--- src/rtl/sadc_pkg.sv ---
package sadc_pkg;
  localparam int MAX_RES = 16;
  localparam int SEL_W = $clog2(MAX_RES);

  // Strobes from the sequencer to the datapath
  typedef struct packed {
    logic             shiftIn;  // take din into the byte shifter
    logic             loadCtl;  // eighth bit present: latch fields, freeze sample
    logic             drive;    // a result bit is due on the next falling edge
    logic [SEL_W-1:0] bitSel;   // which bit of the frozen sample
  } seqStrobe_t;

  // Decoded control fields kept on the outputs
  typedef struct packed {
    logic [2:0] chan;
    logic       single;
    logic [1:0] pd;
  } ctlFields_t;
endpackage

--- src/rtl/sadc_ctrl.sv ---
module sadc_ctrl
  import sadc_pkg::*;
#(
  parameter int RES_BITS   = 12,
  parameter int SHORT_BITS = 8
) (
  input  logic       dclk,
  input  logic       rstN,
  input  logic       csN,
  input  logic       din,
  input  logic       shortRes,
  output seqStrobe_t st,
  output logic       acqActive,
  output logic       holdActive
);
  localparam int CNT_W = $clog2(RES_BITS + 1);

  logic             rxBusy;
  logic [2:0]       rxCnt;
  logic             convActive;
  logic [CNT_W-1:0] convCnt;
  logic [CNT_W-1:0] lastCnt;
  logic             byteDone;

  assign byteDone = rxBusy && (rxCnt == 3'd7);
  assign lastCnt  = shortRes ? CNT_W'(SHORT_BITS) : CNT_W'(RES_BITS);

  always_comb begin
    st         = '0;
    st.shiftIn = !csN && (rxBusy || din);
    st.loadCtl = !csN && byteDone;
    st.drive   = convActive && (convCnt != '0);
    if (st.drive) st.bitSel = SEL_W'(RES_BITS - int'(convCnt));
  end

  // Receive side: start-bit hunt and bit counting
  always_ff @(posedge dclk or negedge rstN) begin
    if (!rstN) begin
      rxBusy <= 1'b0;
      rxCnt  <= '0;
    end else if (csN) begin
      rxBusy <= 1'b0;
      rxCnt  <= '0;
    end else if (!rxBusy) begin
      if (din) begin
        rxBusy <= 1'b1;
        rxCnt  <= 3'd1;
      end
    end else if (byteDone) begin
      rxBusy <= 1'b0;
      rxCnt  <= '0;
    end else begin
      rxCnt <= rxCnt + 3'd1;
    end
  end

  // Conversion side: busy bit then one result bit per clock
  always_ff @(posedge dclk or negedge rstN) begin
    if (!rstN) begin
      convActive <= 1'b0;
      convCnt    <= '0;
    end else if (csN) begin
      convActive <= 1'b0;
      convCnt    <= '0;
    end else if (byteDone) begin
      convActive <= 1'b1;
      convCnt    <= '0;
    end else if (convActive) begin
      if (convCnt == lastCnt) begin
        convActive <= 1'b0;
        convCnt    <= '0;
      end else begin
        convCnt <= convCnt + CNT_W'(1);
      end
    end
  end

  assign acqActive  = rxBusy && (rxCnt >= 3'd4);
  assign holdActive = convActive;

  // the acquire window opens only after the fourth byte bit
  assert_acq_window_R3: assert property (@(posedge dclk) disable iff (!rstN)
    $rose(acqActive) |-> ($past(rxCnt) == 3'd3));

  // a finished byte starts the hold phase from the busy slot
  assert_hold_start_R4: assert property (@(posedge dclk) disable iff (!rstN)
    st.loadCtl |=> (holdActive && (convCnt == '0)));

  // the bit counter never runs past the full resolution
  assert_conv_bound_R6: assert property (@(posedge dclk) disable iff (!rstN)
    holdActive |-> (convCnt <= CNT_W'(RES_BITS)));

  // chip select high empties both phases
  assert_cs_clears_R8: assert property (@(posedge dclk) disable iff (!rstN)
    csN |=> (!acqActive && !holdActive));
endmodule

--- src/rtl/sadc_datapath.sv ---
module sadc_datapath
  import sadc_pkg::*;
#(
  parameter int RES_BITS = 12
) (
  input  logic                dclk,
  input  logic                rstN,
  input  logic                csN,
  input  logic                din,
  input  logic                modePin,
  input  logic [RES_BITS-1:0] sampleIn,
  input  seqStrobe_t          st,
  output logic [2:0]          chanSel,
  output logic                singleEnded,
  output logic [1:0]          pwrDown,
  output logic                shortRes,
  output logic                dout
);
  logic [5:0]          shiftReg;
  logic [6:0]          ctlBits;
  ctlFields_t          ctl;
  logic [RES_BITS-1:0] heldSample;

  // Bits after the start bit: chan[2:0], mode, single, pd[1:0]
  assign ctlBits = {shiftReg, din};

  always_ff @(posedge dclk or negedge rstN) begin
    if (!rstN) begin
      shiftReg   <= '0;
      ctl        <= '0;
      shortRes   <= 1'b0;
      heldSample <= '0;
    end else begin
      if (st.shiftIn) shiftReg <= {shiftReg[4:0], din};
      if (st.loadCtl) begin
        ctl.chan   <= ctlBits[6:4];
        ctl.single <= ctlBits[2];
        ctl.pd     <= ctlBits[1:0];
        shortRes   <= modePin && ctlBits[3];
        heldSample <= sampleIn;
      end
    end
  end

  always_ff @(negedge dclk or negedge rstN) begin
    if (!rstN)         dout <= 1'b0;
    else if (csN)      dout <= 1'b0;
    else if (st.drive) dout <= heldSample[st.bitSel];
    else               dout <= 1'b0;
  end

  assign chanSel     = ctl.chan;
  assign singleEnded = ctl.single;
  assign pwrDown     = ctl.pd;

  // fields move only on the edge that completes a byte
  assert_fields_stable_R9: assert property (@(posedge dclk) disable iff (!rstN)
    !$past(st.loadCtl) |-> $stable(ctl));

  // reduced resolution needs the pin high at the completing edge
  assert_short_needs_pin_R6: assert property (@(posedge dclk) disable iff (!rstN)
    (st.loadCtl && !modePin) |=> !shortRes);
endmodule

--- src/rtl/sadc_port.sv ---
module sadc_port
  import sadc_pkg::*;
#(
  parameter int RES_BITS   = 12,
  parameter int SHORT_BITS = 8
) (
  input  logic                dclk,
  input  logic                rstN,
  input  logic                csN,
  input  logic                din,
  input  logic                modePin,
  input  logic [RES_BITS-1:0] sampleIn,
  output logic                dout,
  output logic                doutOe,
  output logic [2:0]          chanSel,
  output logic                singleEnded,
  output logic [1:0]          pwrDown,
  output logic                acqActive,
  output logic                holdActive
);
  seqStrobe_t st;
  logic       shortRes;

  sadc_ctrl #(.RES_BITS(RES_BITS), .SHORT_BITS(SHORT_BITS)) uCtrl (
    .dclk(dclk), .rstN(rstN), .csN(csN), .din(din), .shortRes(shortRes),
    .st(st), .acqActive(acqActive), .holdActive(holdActive)
  );

  sadc_datapath #(.RES_BITS(RES_BITS)) uData (
    .dclk(dclk), .rstN(rstN), .csN(csN), .din(din), .modePin(modePin),
    .sampleIn(sampleIn), .st(st), .chanSel(chanSel),
    .singleEnded(singleEnded), .pwrDown(pwrDown), .shortRes(shortRes),
    .dout(dout)
  );

  assign doutOe = !csN;
endmodule

--- config.mk ---
export PLATFORM = sky130hd
export DESIGN_NAME = sadc_port
export DESIGN_NICKNAME = d
export VERILOG_FILES = /design/src/rtl/sadc_pkg.sv /design/src/rtl/sadc_ctrl.sv /design/src/rtl/sadc_datapath.sv /design/src/rtl/sadc_port.sv
export SDC_FILE = /design/constraint.sdc
export NUM_CORES = 1
export LEC_CHECK = 0
export ABC_AREA = 0
export BUFFER_PORTS_ARGS = -buffer_cell sky130_fd_sc_hd__buf_2
export CAP_MARGIN = 20
export CORE_MARGIN = 2
export CORE_UTILIZATION = 44
export CTS_CLUSTER_DIAMETER = 40
export CTS_CLUSTER_SIZE = 16
export DETAILED_ROUTE_END_ITERATION = 10
export PLACE_DENSITY = 0.71
export SLEW_MARGIN = 20
export SYNTH_ARGS = -nofsm -noshare
export SYNTH_HDL_FRONTEND = slang
export SYNTH_HIERARCHICAL = 1
export SYNTH_SLANG_ARGS = --single-unit
--- constraint.sdc ---
create_clock -name dclk -period 2.9 [get_ports dclk]
set_clock_uncertainty 0.15 [all_clocks]
set_input_delay 0.145 -clock dclk [delete_from_list [all_inputs] [get_ports dclk]]
set_output_delay 0.145 -clock dclk [all_outputs]
set_load 0.03 [all_outputs]
**Word-level counts from Yosys, hierarchy flattened**

Index checks and enable logic that the tools add are counted.

- Bits in registers: 35
- Latch bits: 0
- Bits of input ports: 17
- Memories: 0
- Bits in read-only memories: 0
- Logic and storage cells: 51
- Output and inout port bits: 10
- Bits in writable memories: 0

- Equal/unequal tests: 2
- Multiply operators: 0
- Shift operators: 0
- Bitwise logic cells: 0
- $lt $le $gt $ge: 2
- Div/mod/pow operators: 0
- Multiplexer cells: 22
- Add/sub/neg operators: 3
- Reduce and logical (&&, ||, !) cells: 11

Operators with widths:

| cell | count |
|---|---|
| $mux W4 | 5 |
| $mux W3 | 5 |
| $mux W1 | 11 |
| $logic_and A1 B1 Y1 | 6 |
| $reduce_bool A3 Y1 | 2 |
| $lt A4 B5 Y1 const B | 1 |
| $add A4 B1 Y4 const B | 1 |
| $bmux W1 S4 | 1 |
| $eq A4 B4 Y1 | 1 |
| $reduce_bool A4 Y1 | 1 |
| $sub A4 B4 Y4 const A | 1 |
| $add A3 B1 Y3 const B | 1 |
| $eq A3 B3 Y1 const B | 1 |
| $ge A3 B3 Y1 const B | 1 |
| $logic_not A1 Y1 | 1 |
| $logic_or A1 B1 Y1 | 1 |

**Depth between registers and ports, before layout**

Gate-level depths: netlist of run 1.

- Depth in word-level cells: 7
- Mapped depth: 10
- Gate-level depth less buffers: 10

**Cells and area by module**

Netlist of run 1, hierarchy kept.

By module, submodules not included:

| module | times used | cells each | area an instance (um^2) | sequential area each (um^2) |
|---|---|---|---|---|
| sadc_datapath | 1 | 66 | 1063.5 | 650.6 |
| sadc_ctrl | 1 | 61 | 544.3 | 225.2 |
| sadc_port | 1 | 1 | 3.8 | 0.0 |

==> summary.md, run 1 <==
| Metric | Value |
|---|---|
| Mapped Area | `0.001612 mm2` |
| Setup TNS | `-0.7196 ns` |
| RSZ-0062 raised after global routing | `true` |
| Final Util | `0.6231` |
| Hold Slack | `0.2434 ns` |
| Mapped Cells | `128` |
| Number of buffers created by CTS | `5` |
| DP Worst Slack | `-0.7163 ns` |
| Failing checks | `setup timing` |
| Slew at the pin with the worst max-slew slack | `0.4999 ns` |
| Nets | `207` |
| Clock sink count | `35` |
| Hold Vio Cnt, Final | `0` |
| RR Endpoint | `uData/dout` |
| Finished Cell Area | `0.002128 mm2` |
| GRT overflow | `0` |
| Clock Power Share | `0.270` |
| Largest net degree at the start of global routing | `35` |
| Reg-to-reg startpoint | `uCtrl/convCnt[0]` |
| Placed instance count | `207` |
| IO buf count | `26` |
| Status | `finished with violations` |
| Detailed Route WL | `3385 um` |
| Root Driver | `clkbuf_4` |
| Relative max-transition margin | `0.6655` |
| Post-synth net total | `149` |
| Part of the power in combinational logic | `0.115` |
| Lkg Pwr | `1.026 nW` |
| Finished Layout Cells | `233` |
| Hold WC Path Type | `in -> async` |
| Max VDD drop | `379.3 uV` |
| Crit Path Max Fanout | `4` |
| Ports | `27` |
| Power Total | `0.9113 mW` |
| Die height | `64.52 um` |
| Internal | `0.6893 mW` |
| Average wire per standard cell | `14.53 um` |
| Sequential share of the synthesized area | `0.5435` |
| Most numerous cell in the Yosys netlist | `dfrtp_1` |
| Power per cell area | `428.2 mW/mm2` |
| Reg clk slew, reported paths | `0.10 ns` |
| Post-route ant nets | `0` |
| CP startpoint kind | `flop` |
| CTS tree | `done` |
| Worst-case clock buffer depth | `2` |
| Layout area overhead | `32.07%` |
| Vias per cell | `5.116` |
| Synth warn | `6` |
| Diode count | `0` |
| #FFs+latches synth | `35` |
| Post-Syn Area per Cell | `12.59 um2` |
| Placer Congestion | `0.7826` |
| DRC | `0` |
| Synth area leader | `dfrtp_1` |
| R2R Setup Slk | `-0.72 ns` |
| Worst r2r path cells | `10` |
| CP Capture Type | `flop` |
| Max Cap Viol | `0` |
| Starting Density | `0.4718` |
| CP Data Required Time | `1.47 ns` |
| Row cnt | `21` |
| Core area | `0.003416 mm2` |
| Fin. max-slew vios | `0` |
| Commonest register cell after synthesis | `dfrtp_1` |
| # H-tree levels | `2` |
| Vias in the first global route | `1252` |
| Netlist cell types | `33` |
| Total GRT Usage | `0.1863` |
| Die width | `64.52 um` |
| Share of layout cells above drive strength 1 | `0.4332` |
| Clk_lat worst skew | `0.33 ns` |
| Fin worst setup slack | `-0.7196 ns` |
| Area share of the largest cell type after synthesis | `0.5280` |
| First-pass GRT wire length | `5878 um` |
| Commonest cells post-synth | `34 x dfrtp_1, 25 x mux2_2, 9 x nor2_1` |
| Flop pwr share | `0.615` |
| 1st-iter DRT viols | `31` |
| Final setup fails | `1` |
| DIE AREA | `0.004163 mm2` |
| Crit Path Category | `reg -> reg` |
| Number of flops mapped to enable cells by yosys | `0` |
| Initial antenna violation count | `0` |
| Async SR Flop Fraction | `1.000` |
| Sw Share | `0.2436` |
| Post-detail-place hpwl | `2419 um` |
| Number of detailed-route iterations in the first pass | `4` |
| Top cells by area, synth | `dfrtp_1 53%, mux2_2 17%, mux4_1 3.3%` |
| Area of placed instances | `0.001901 mm2` |
| P_sw | `0.2220 mW` |
| Via count | `1192` |
| Worst Path Arrival | `2.19 ns` |
==> cells in the final DEF, fill, tap and decap left out, types with 3 or more instances in the layout <==
cell,Yosys,routed
a21oi_1,5,5
buf_2,2,26
buf_4,0,12
clkbuf_4,0,5
dfrtp_1,34,34
dlygate4sd3_1,0,17
ha_1,4,3
inv_1,5,3
inv_2,1,3
mux2_2,25,25
nand2_1,4,4
nand3_1,3,3
nor2_1,9,7
==> worst max-delay path by stage <==
| stage | start | endpoint | slack [ns] | cells after the start |
|---|---|---|---|---|
| global placement | uCtrl/convCnt[1] | uData/dout | -0.57 | 10 |
| global route | uCtrl/convCnt[0] | uData/dout | -0.80 | 10 |
| finish | uCtrl/convCnt[0] | uData/dout | -0.72 | 10 |
| floorplan | uCtrl/convCnt[0] | uData/dout | -0.61 | 9 |
| CTS | uCtrl/convCnt[0] | uData/dout | -0.72 | 10 |
| detailed placement | uCtrl/convCnt[0] | uData/dout | -0.72 | 10 |
==> power groups by stage <==
stage	clock network, mW	registers, mW	logic [mW]
after floorplan	0	0.560	0.0554
after global placement	0	0.567	0.0826
after detailed placement	0	0.570	0.0872
after CTS	0.257	0.560	0.105
after global routing	0.284	0.567	0.116
final	0.246	0.561	0.105
==> flip-flops by register name, indices dropped and copies added, names as in the netlist <==
register	flops
uData/heldSample	12
uData/shiftReg	6
uCtrl/convCnt	4
uCtrl/rxCnt	3
uData/chanSel	3
uData/pwrDown	2
uCtrl/holdActive	1
uCtrl/rxBusy	1
uData/dout	1
uData/shortRes	1
uData/singleEnded	1
==> per-layer routing <==
layer | global-route usage | part of all wire | wire length (um) | vias to the layer above
met3 | 0.05556 | 0.048 | 163 | 10
li1 | - | - | - | 574
met1 | 0.2368 | 0.44 | 1496 | 572
met4 | 0.07713 | 0.027 | 91 | 0
met2 | 0.2982 | 0.48 | 1632 | 36
met5 | 0 | 0 | 0 | -
==> repair_timing <==
action,4_1_cts,5_1_grt
endpoints found under the setup margin,1,1
endpoints found under the hold margin,54,0
buffers inserted,1,0
gates resized for setup,0,1
hold buffers,17,0
pin swaps,1,0
gates cloned,0,0
==> layout make-up <==
class                      count  area, um2
timing repair buffer          55      390.4
multi-input combinational     83      732.0
inverter                       6      22.52
clock buffer                   7      45.04
sequential                    35      875.8
fill                         277       1287
tap                           46      57.56
clock inverter                 1      5.005
==> cell families after synthesis <==
logic type                 after synthesis  synth area share
AOI/OAI and AO/OA                       20           0.07919
xor gates and xnor gates                 2           0.01087
adders and majority gates                4           0.03106
buffers and inverters                   10           0.02485
DFF                                     35            0.5435
muxes                                   28            0.2135
and+or+nand+nor                         29           0.09705
==> critical path, cell delays in order (launching register included) <==
cell	delay, ns
dfrtp_1	0.42
inv_2	0.09
ha_4	0.14
nand2b_4	0.06
o21ai_4	0.18
inv_2	0.06
and2_4	0.18
mux2_2	0.29
nor3b_2	0.17
o41ai_1	0.09
and3b_1	0.18
No activity file was read; power rests on OpenSTA's default activity.
==> inputs of run 2 (changes only) <==
--- a/config.mk
+++ b/config.mk
@@ -9,11 +9,11 @@
 export BUFFER_PORTS_ARGS = -buffer_cell sky130_fd_sc_hd__buf_2
 export CAP_MARGIN = 20
 export CORE_MARGIN = 2
-export CORE_UTILIZATION = 44
+export CORE_UTILIZATION = 30
 export CTS_CLUSTER_DIAMETER = 40
 export CTS_CLUSTER_SIZE = 16
 export DETAILED_ROUTE_END_ITERATION = 10
-export PLACE_DENSITY = 0.71
+export PLACE_DENSITY = 0.54
 export SLEW_MARGIN = 20
 export SYNTH_ARGS = -nofsm -noshare
 export SYNTH_HDL_FRONTEND = slang
==> run 2 against run 1 <==
The flow still finishes with violations (setup timing). Total power is 15% higher. Utilization is 19 points lower. Clock power is 58% higher. Critical path depth stayed put. Critical path type unchanged.
==> summary.md, run 2 (same netlist as run 1, synthesis figures left out) <==
| Metric | Value |
|---|---|
| Cell Chain, Critical Path | `inv_2 > ha_4 > nand2b_4 > o21ai_4 > inv_2 > and2_4 > mux2_2 > nor3b_2 > o41ai_1 > and3b_1` |
| Fillers | `499` |
| Relative max-transition margin | `0.6806` |
| Crit Path Max Fanout | `4` |
| Reg-to-reg startpoint | `uCtrl/convCnt[0]` |
| Max VDD drop | `356.5 uV` |
| Clk_lat worst skew | `0.29 ns` |
| IO buf count | `26` |
| Average wire per standard cell | `12.85 um` |
| Final Util | `0.4282` |
| Hold path depth | `2` |
| Die width | `77.29 um` |
| Leading cell type in the layout, fill and taps excluded | `dfrtp_1` |
| Final setup fails | `1` |
| CP startpoint kind | `flop` |
| Layout area overhead | `36.57%` |
| Core area | `0.005140 mm2` |
| Die height | `77.29 um` |
| Max Cap Viol | `0` |
| Share of layout cells above drive strength 1 | `0.4462` |
| CP Capture Type | `flop` |
| RR Endpoint | `uData/dout` |
| Hold WC Path Type | `in -> reg` |
| Lkg Pwr | `1.044 nW` |
| DIE AREA | `0.005974 mm2` |
| Starting Density | `0.3135` |
| Ports | `27` |
| Failing checks | `setup timing` |
| Via count | `1197` |
| Number of detailed-route iterations in the first pass | `4` |
| Vias in the first global route | `1279` |
| Total GRT Usage | `0.1245` |
| Row cnt | `26` |
| Largest net degree at the start of global routing | `35` |
| Initial antenna violation count | `0` |
| Slew at the pin with the worst max-slew slack | `0.4773 ns` |
| Crit-path most repeated cell | `inv_2` |
| First-pass GRT wire length | `5809 um` |
| Diode count | `0` |
| Top Registers | `uData/heldSample x12, uData/shiftReg x6, uCtrl/convCnt x4` |
| Max reg flops | `12` |
| Post-route ant nets | `0` |
| Fin worst setup slack | `-0.6531 ns` |
| Reg clk slew, reported paths | `0.07 ns` |
| RSZ-0062 raised after global routing | `true` |
| Placer Congestion | `0.8234` |
| R2R Setup Slk | `-0.65 ns` |
| DRC | `0` |
| Root Driver | `clkbuf_8` |
| Hold Path Origin | `din` |
| Crit Path Category | `reg -> reg` |
| Hold Vio Cnt, Final | `0` |
| Worst Path Arrival | `2.10 ns` |
| CTS tree | `done` |
| Commonest non-fill, non-tap cells in the layout | `34 x dfrtp_1, 26 x buf_2, 25 x mux2_2, 15 x dlygate4sd3_1, 13 x buf_4` |
| Worst-case clock buffer depth | `2` |
| 1st-iter DRT viols | `49` |
| Vias per cell | `4.676` |
| Detailed Route WL | `3290 um` |
| Setup TNS | `-0.6531 ns` |
| CP max stage delay | `0.40 ns` |
| WHS Endpoint | `uData/pwrDown[0]` |
| Worst r2r path cells | `10` |
| Power per cell area | `476.6 mW/mm2` |
| Clock sink count | `35` |
| # H-tree levels | `2` |
| Slowest-stage cell, CP | `dfrtp_1` |
| Number of buffers created by CTS | `5` |
| Nets | `206` |
| Status | `finished with violations` |
| GRT overflow | `0` |
| Biggest register | `uData/heldSample` |
| CP Data Required Time | `1.45 ns` |
| Fin. max-slew vios | `0` |
| Post-detail-place hpwl | `2408 um` |
-- run 2: changes by cell type in the layout (fill, tap and decap cells not counted), sizes merged --
cell         before  now
dlygate4sd3      17   15
clkinv            1    0
clkbuf            7    8
buf              38   39
-- run 2: what timing repair did --
| item | CTS | global route |
|---|---|---|
| endpoints found under the setup margin | 1 | 1 |
| endpoints found under the hold margin | 49 | 0 |
| buffers inserted | 2 | 0 |
| pin swaps | 1 | 0 |
| resized for setup | 0 | 2 |
| hold buffers | 15 | 0 |
-- run 2: worst max-delay path by stage --
stage | start | end | slack [ns]
2_1_floorplan | uCtrl/convCnt[0] | uData/dout | -0.61
3_3_place_gp | uCtrl/convCnt[0] | uData/dout | -0.62
3_5_place_dp | uCtrl/convCnt[1] | uData/dout | -0.65
4_1_cts | uCtrl/convCnt[0] | uData/dout | -0.63
5_1_grt | uCtrl/convCnt[0] | uData/dout | -0.77
6_report | uCtrl/convCnt[0] | uData/dout | -0.65
-- run 2: worst max-delay path: cells and delay by family (launching register included) --
| kind | cells | cell delay, ns |
|---|---|---|
| buffers and inverters | 2 | 0.13 |
| DFF | 1 | 0.40 |
| AOI/OAI and AO/OA | 2 | 0.30 |
| muxes | 1 | 0.28 |
| and+or+nand+nor | 4 | 0.56 |
| adders and majority gates | 1 | 0.14 |
-- run 2: metrics by stage --
step           hold WS (ns)  worst slack, ns  instance area [um2]  power [mW]  instances
2_1_floorplan       -0.3006          -0.6096                 1648      0.6152        128
3_3_place_gp         0.1285          -0.6213                 1931      0.6511        231
5_1_grt             0.03170          -0.7679                 2201       1.104        256
4_1_cts             0.01534          -0.6280                 2196       1.064        256
6_report            0.01940          -0.6531                 2201       1.049        256
3_5_place_dp         0.1383          -0.6456                 1931      0.6562        231
-- run 2: per-layer routing --
| layer | track usage | routed length (um) | vias up |
|---|---|---|---|
| met1 | 0.1475 | 1389 | 595 |
| met2 | 0.2078 | 1695 | 22 |
| met3 | 0.03412 | 121 | 8 |
| li1 | - | - | 572 |
| met5 | 0 | 0 | - |
| met4 | 0.06071 | 83 | 0 |
-- run 2: layout make-up --
class | instances | area, um2 | area share
inverter | 6 | 22.52 | 0.01023
tap | 70 | 87.58 | 0.03980
clock buffer | 8 | 100.1 | 0.04548
timing repair buffer | 54 | 377.9 | 0.1717
sequential | 35 | 875.8 | 0.3980
multi-input combinational | 83 | 737.0 | 0.3348
-- run 2: power by group --
part,leakage [nW],switching [mW],internal (mW)
clock network,0.0515,0.172,0.217
logic,0.536,0.0399,0.0613
registers,0.457,0.0280,0.532
